<file path="config.mk">
export PLATFORM = sky130hd
export DESIGN_NAME = skl_adder
export DESIGN_NICKNAME = d
export VERILOG_FILES = /design/src/rtl/skl_pkg.sv /design/src/rtl/skl_cell.sv /design/src/rtl/skl_pg_gen.sv /design/src/rtl/skl_prefix_net.sv /design/src/rtl/skl_adder.sv
export SDC_FILE = /design/constraint.sdc
export NUM_CORES = 1
export LEC_CHECK = 0
export ABC_AREA = 1
export BUFFER_PORTS_ARGS = -buffer_cell sky130_fd_sc_hd__buf_2
export CORE_MARGIN = 8
export CORE_UTILIZATION = 45
export DETAILED_ROUTE_END_ITERATION = 6
export GPL_ROUTABILITY_DRIVEN = 0
export GPL_TIMING_DRIVEN = 0
export PLACE_DENSITY = 0.82
export SLEW_MARGIN = 20
export SYNTH_ARGS = -nofsm -noshare
export SYNTH_HDL_FRONTEND = slang
export SYNTH_SLANG_ARGS = --single-unit
</file>
<file path="constraint.sdc">
create_clock -name vclk -period 2.9
set_input_delay 0.145 -clock vclk [all_inputs]
set_output_delay 0.145 -clock vclk [all_outputs]
set_load 0.01 [all_outputs]
</file>
<file path="src/rtl/skl_pkg.sv">
package skl_pkg;

  typedef enum logic [1:0] {
    CELL_PASS  = 2'd0,
    CELL_GREY  = 2'd1,
    CELL_BLACK = 2'd2
  } cell_kind_e;

  // Group generate from a high and a low (G,P) pair.
  function automatic logic merge_g(input logic g_hi, input logic p_hi, input logic g_lo);
    return g_hi | (p_hi & g_lo);
  endfunction

  // Group propagate from a high and a low pair.
  function automatic logic merge_p(input logic p_hi, input logic p_lo);
    return p_hi & p_lo;
  endfunction

  // Partner index at a prefix level: last bit of the preceding aligned block.
  function automatic int partner_idx(input int idx, input int lvl);
    return ((idx >> (lvl + 1)) << (lvl + 1)) + (1 << lvl) - 1;
  endfunction

  // Kind of node at (idx, lvl).
  function automatic cell_kind_e kind_of(input int idx, input int lvl);
    if (((idx >> lvl) & 1) == 0) return CELL_PASS;
    if (idx < (1 << (lvl + 1))) return CELL_GREY;
    return CELL_BLACK;
  endfunction

endpackage

</file>
<file path="src/rtl/skl_cell.sv">
module skl_cell
  import skl_pkg::*;
#(
  parameter cell_kind_e KIND = CELL_PASS
) (
  input  logic g_hi,
  input  logic p_hi,
  input  logic g_lo,
  input  logic p_lo,
  output logic g_out,
  output logic p_out
);

  generate
    if (KIND == CELL_BLACK) begin : g_black
      assign g_out = merge_g(g_hi, p_hi, g_lo);
      assign p_out = merge_p(p_hi, p_lo);
    end else if (KIND == CELL_GREY) begin : g_grey
      logic unused_p;
      assign unused_p = p_lo;
      assign g_out = merge_g(g_hi, p_hi, g_lo);
      assign p_out = 1'b0;
    end else begin : g_pass
      logic [1:0] unused_lo;
      assign unused_lo = {g_lo, p_lo};
      assign g_out = g_hi;
      assign p_out = p_hi;
    end
  endgenerate

endmodule

</file>
<file path="src/rtl/skl_pg_gen.sv">
module skl_pg_gen #(
  parameter int W = 16
) (
  input  logic [W-1:0] a_i,
  input  logic [W-1:0] b_i,
  input  logic         cin_i,
  output logic [W-1:0] g_o,
  output logic [W-1:0] p_o
);

  logic [W-1:0] g_raw;

  always_comb begin
    g_raw = a_i & b_i;
    p_o   = a_i ^ b_i;
    g_o   = g_raw;
    // Fold the carry-in as the generate of the virtual position below bit 0.
    g_o[0] = g_raw[0] | (p_o[0] & cin_i);
  end

endmodule

</file>
<file path="src/rtl/skl_prefix_net.sv">
module skl_prefix_net
  import skl_pkg::*;
#(
  parameter int W = 16
) (
  input  logic [W-1:0] g_i,
  input  logic [W-1:0] p_i,
  output logic [W-1:0] gg_o
);

  localparam int LEVELS = $clog2(W);

  logic [W-1:0] g_lv [0:LEVELS];
  logic [W-1:0] p_lv [0:LEVELS];

  assign g_lv[0] = g_i;
  assign p_lv[0] = p_i;

  generate
    for (genvar lv = 0; lv < LEVELS; lv++) begin : g_level
      for (genvar ix = 0; ix < W; ix++) begin : g_node
        localparam cell_kind_e KND = kind_of(ix, lv);
        localparam int         LO  = (KND == CELL_PASS) ? ix : partner_idx(ix, lv);
        skl_cell #(.KIND(KND)) u_cell (
          .g_hi (g_lv[lv][ix]),
          .p_hi (p_lv[lv][ix]),
          .g_lo (g_lv[lv][LO]),
          .p_lo (p_lv[lv][LO]),
          .g_out(g_lv[lv+1][ix]),
          .p_out(p_lv[lv+1][ix])
        );
      end
    end
  endgenerate

  logic [W-1:0] unused_p_top;
  assign unused_p_top = p_lv[LEVELS];
  assign gg_o = g_lv[LEVELS];

endmodule

</file>
<file path="src/rtl/skl_adder.sv">
module skl_adder #(
  parameter int W = 16
) (
  input  logic [W-1:0] a_i,
  input  logic [W-1:0] b_i,
  input  logic         cin_i,
  output logic [W-1:0] sum_o,
  output logic         cout_o
);

  localparam int LEVELS = $clog2(W);

  generate
    if ((1 << LEVELS) != W || W < 2) begin : g_bad_width
      $error("skl_adder: W must be a power of two of at least 2");
    end
  endgenerate

  logic [W-1:0] g_bit;
  logic [W-1:0] p_bit;
  logic [W-1:0] grp_g;
  logic [W:0]   carry;

  skl_pg_gen #(.W(W)) u_pg (
    .a_i  (a_i),
    .b_i  (b_i),
    .cin_i(cin_i),
    .g_o  (g_bit),
    .p_o  (p_bit)
  );

  skl_prefix_net #(.W(W)) u_net (
    .g_i (g_bit),
    .p_i (p_bit),
    .gg_o(grp_g)
  );

  // carry[i] enters bit i; carry[W] leaves the word.
  assign carry  = {grp_g, cin_i};
  assign sum_o  = p_bit ^ carry[W-1:0];
  assign cout_o = carry[W];

endmodule

</file>
# Word-level counts from Yosys, hierarchy flattened
# Cells that the tools add are included.
[op_classes]
bitwise = 86
[ops]
columns = ["op", "n"]
rows = [
  ["1-bit AND", 50],
  ["1-bit bitwise OR", 33],
  ["16-bit XOR", 2],
  ["16-bit AND", 1],
]
[word_totals]
ff_bits = 0
inputBits = 33
out_inout_bits = 17
elab_cells = 86

# Logic depth before layout (Yosys ltp)
[depth]
word_depth = 12
depth_mapped = 12
depth_no_buf = 12

# By module
# From an unflattened synthesis, not the netlist that was laid out.
[unflattened]
hier_cells = 339
area_unflattened_um2 = 1769.2
[modules_own_cells]
columns = ["module", "n_inst", "cells_each", "area_each_um2", "seq_area_each_um2"]
rows = [
  ["skl_cell at u_net.g_level[0].g_node[0].u_cell ...", 32, 2, 15.0, 0.0],
  ["skl_cell at u_net.g_level[0].g_node[1].u_cell ...", 15, 5, 22.5, 0.0],
  ["skl_cell at u_net.g_level[0].g_node[11].u_cell ...", 17, 5, 18.8, 0.0],
  ["skl_adder", 1, 80, 300.3, 0.0],
  ["skl_pg_gen", 1, 19, 211.5, 0.0],
  ["skl_prefix_net", 1, 16, 120.1, 0.0],
]

# Worst setup path after synthesis
# Ideal clock, no wire load.
[synth_timing]
path_kind = "input-to-output"
startpoint = "in a_i[0]"
endpoint = "out sum_o[9]"
t_arrival_ps = 1838
required_ps = 2755
path_slack_ps = 917
stages = 11
n_path_buf = 0
path_cell_list = "inv_1 > fa_1 > inv_1 > fa_1 > nand3_1 > nand3_2 > nand2_1 > nand2_4 > inv_1 > fa_1 > xnor2_1"
[synth_via]
elab_chain_len = 12
[synth_lines]
columns = ["element", "line", "source"]
rows = [
  ["from (decl)", "skl_adder.sv:4", "input logic [W-1:0] a_i,"],
  ["16-bit XOR", "skl_pg_gen.sv:15", "p_o = a_i ^ b_i;"],
  ["1-bit AND", "skl_pg_gen.sv:18", "g_o[0] = g_raw[0] | (p_o[0] & cin_i);"],
  ["1-bit bitwise OR *", "skl_pg_gen.sv:18", ""],
  ["1-bit AND *", "skl_pkg.sv:11", "return g_hi | (p_hi & g_lo);"],
  ["1-bit bitwise OR *", "skl_pkg.sv:11", ""],
  ["1-bit AND *", "skl_pkg.sv:11", ""],
  ["1-bit bitwise OR *", "skl_pkg.sv:11", ""],
  ["1-bit AND *", "skl_pkg.sv:11", ""],
  ["1-bit bitwise OR *", "skl_pkg.sv:11", ""],
  ["1-bit AND *", "skl_pkg.sv:11", ""],
  ["1-bit bitwise OR *", "skl_pkg.sv:11", ""],
  ["16-bit XOR *", "skl_adder.sv:40", "assign sum_o = p_bit ^ carry[W-1:0];"],
  ["to (decl)", "skl_adder.sv:7", "output logic [W-1:0] sum_o,"],
]
# Every way passes the cells marked *; elsewhere a longest branch is shown, timed or not.

# Worst setup path in the final report
# Ends and elaborated chain as after synthesis.

==> reports/metrics.yaml <==
worstMarginPinSlew_ps: 191.3
synth_top_family_by_area: "simple AND/OR/NAND/NOR gates"
final_cell_area_sq_um: 1050
startpoint_type: "input port"
hold_class: "input port to primary output"
rsz0062_at_grt: "no"
met1_length_um: 803
dp.cells: 202
dpl-instance-area_sq_um: 1050
yosysUniqueCellTypes: 13
slew_viol_final: 0
diodes: 0
track_usage: 0.1230
p_leak_nw: 0.7375
setup_viol: 0
rows: 15
cp_cell_sequence: "buf_2 -> inv_1 -> fa_1 -> inv_1 -> fa_1 -> nand3_1 -> nand3_2 -> nand2_1 -> nand2_4 -> inv_1 -> fa_1 -> xnor2_1 -> buf_2"
crit_cells: 13
syn-cell-area_sq_um: 778.2
ys_seq_area_frac: 0
power.density_nw_per_um2: 224.4
design.seq.count: 0
cp-end-kind: "primary output"
routed.top_layer: "met3"
cts_setup_buffers: 0
path_buf_inv: 5
cpLargestDelayFamily: "adder cells"
maxCapViolCount: 0
dieWidth_um: 57.59
synth_compound_area_frac: 0.05627
crit_fanout: 7
io_buffers: 50
dp_hpwl_um: 1892
wl_per_cell_um: 9.936
synth-xor-area-share: 0.04502
ir_drop_mv: 0.1000
path_class: "input port to primary output"
routed-via-count: 921
holdCritStartpoint: "b_i[1]"
drtIter0Drc: 13
grt_pass1_wl_um: 3608
met3WireLength_um: 117
cts_resized: 0
grt_max_degree: 8
regArea_sq_um: 0
grt_pass1_vias: 931
fin_tns_setup_ps: 0
hold_buffers: 0
finalHoldViolations: 0
fin_nets: 239
drive_gt1_frac: 0.3081
core_area_sq_um: 1670
min_period_ps: 2195
period_share: 0.7568
min_path_cells: 3
die_height_um: 57.59
synthMuxAreaShare: 0
area_growth_pct: 34.89
die-area_sq_um: 3316
viasPerCell: 4.559
worstPathArrival_ps: 2050
ant_nets: 0
relSlewSlack: 0.8725
yosys.area_share.simple: 0.3714
place_ws_ps: 689.5
min_to: "sum_o[1]"
synthAdderAreaFrac: 0.3537
fmax_ghz: 0.4556
syn-num-nets: 187
drt-pass1-iter-count: 4
status: "complete, no violations"
final_cell_mix: "buf_2, nand2_1, inv_1, ha_1"
finalWorstSetupSlack_ps: 705.1
overflow: 0
antenna_found_initial: 0
start_util: 0.4659
drc_errors: 0
total_power_uw: 235.5
synth_area_per_cell_sq_um: 5.765
pin_count: 50
final_cells: 202
syn_inst: 135
required_ps: 2760
drt_wl_total_um: 2007
final_common_cell: "buf_2"
n_clock_buffer: 0
slowest_stage: "fa_1"
yosys_warnings: 0
routed-wl-met2_um: 1087
cpPeakStageDelay_ps: 400
[cell type report]
cell class         instances  area [sq um]
repair buffers            50         250.2
fillers                  158         620.6
multi-input cells         99         643.1
well taps                 17         21.27
inverters                 36         135.1
[how the worst max path moves through the flow]
stage | startpoint | end | slack [ps]
2_1_floorplan | a_i[0] | sum_o[9] | 920
3_3_place_gp | a_i[0] | sum_o[9] | 740
3_5_place_dp | a_i[0] | sum_o[9] | 690
4_1_cts | a_i[0] | sum_o[9] | 680
5_1_grt | a_i[0] | sum_o[9] | 590
6_report | a_i[0] | sum_o[9] | 710
[logic make-up after synthesis]
logic type | count (synthesis)
AO/OA/AOI/OAI | 8
XOR/XNOR | 4
adder cells (fa/ha/maj) | 19
buffers and inverters | 36
AND/OR/NAND/NOR | 68
[tightest hold or removal path, stage by stage]
cell and delay (ps):
buf_2 90, fa_1 140, buf_2 130
[Yosys cell counts, drive strengths merged]
master	instances	area share
fa	5	0.13
xor2	2	0.023
nor2	8	0.039
a21oi	8	0.056
nand2	51	0.27
nand3	9	0.064
inv	36	0.17
ha	14	0.23
xnor2	2	0.023
[report_power, final]
group          switching [mW]  internal [mW]  leakage, nW
Sequential                  0              0            0
Clock                       0              0            0
Combinational           0.133          0.103        0.737
[layer usage]
layer / track usage / vias to the layer above
li1: - / 501
met3: 0.02018 / 0
met1: 0.1264 / 398
met2: 0.2588 / 22
met4: 0 / 0
met5: 0 / -
[metrics by stage]
stage / hold slack [ps] / utilization
after global routing: 679.1 / 0.6285
after floorplan: 478.5 / -
after CTS: 653.3 / 0.6285
after global placement: 648.2 / 0.6285
final: 648.1 / 0.6285
after detailed placement: 653.3 / 0.6285
(Power assumes the default switching activity.)
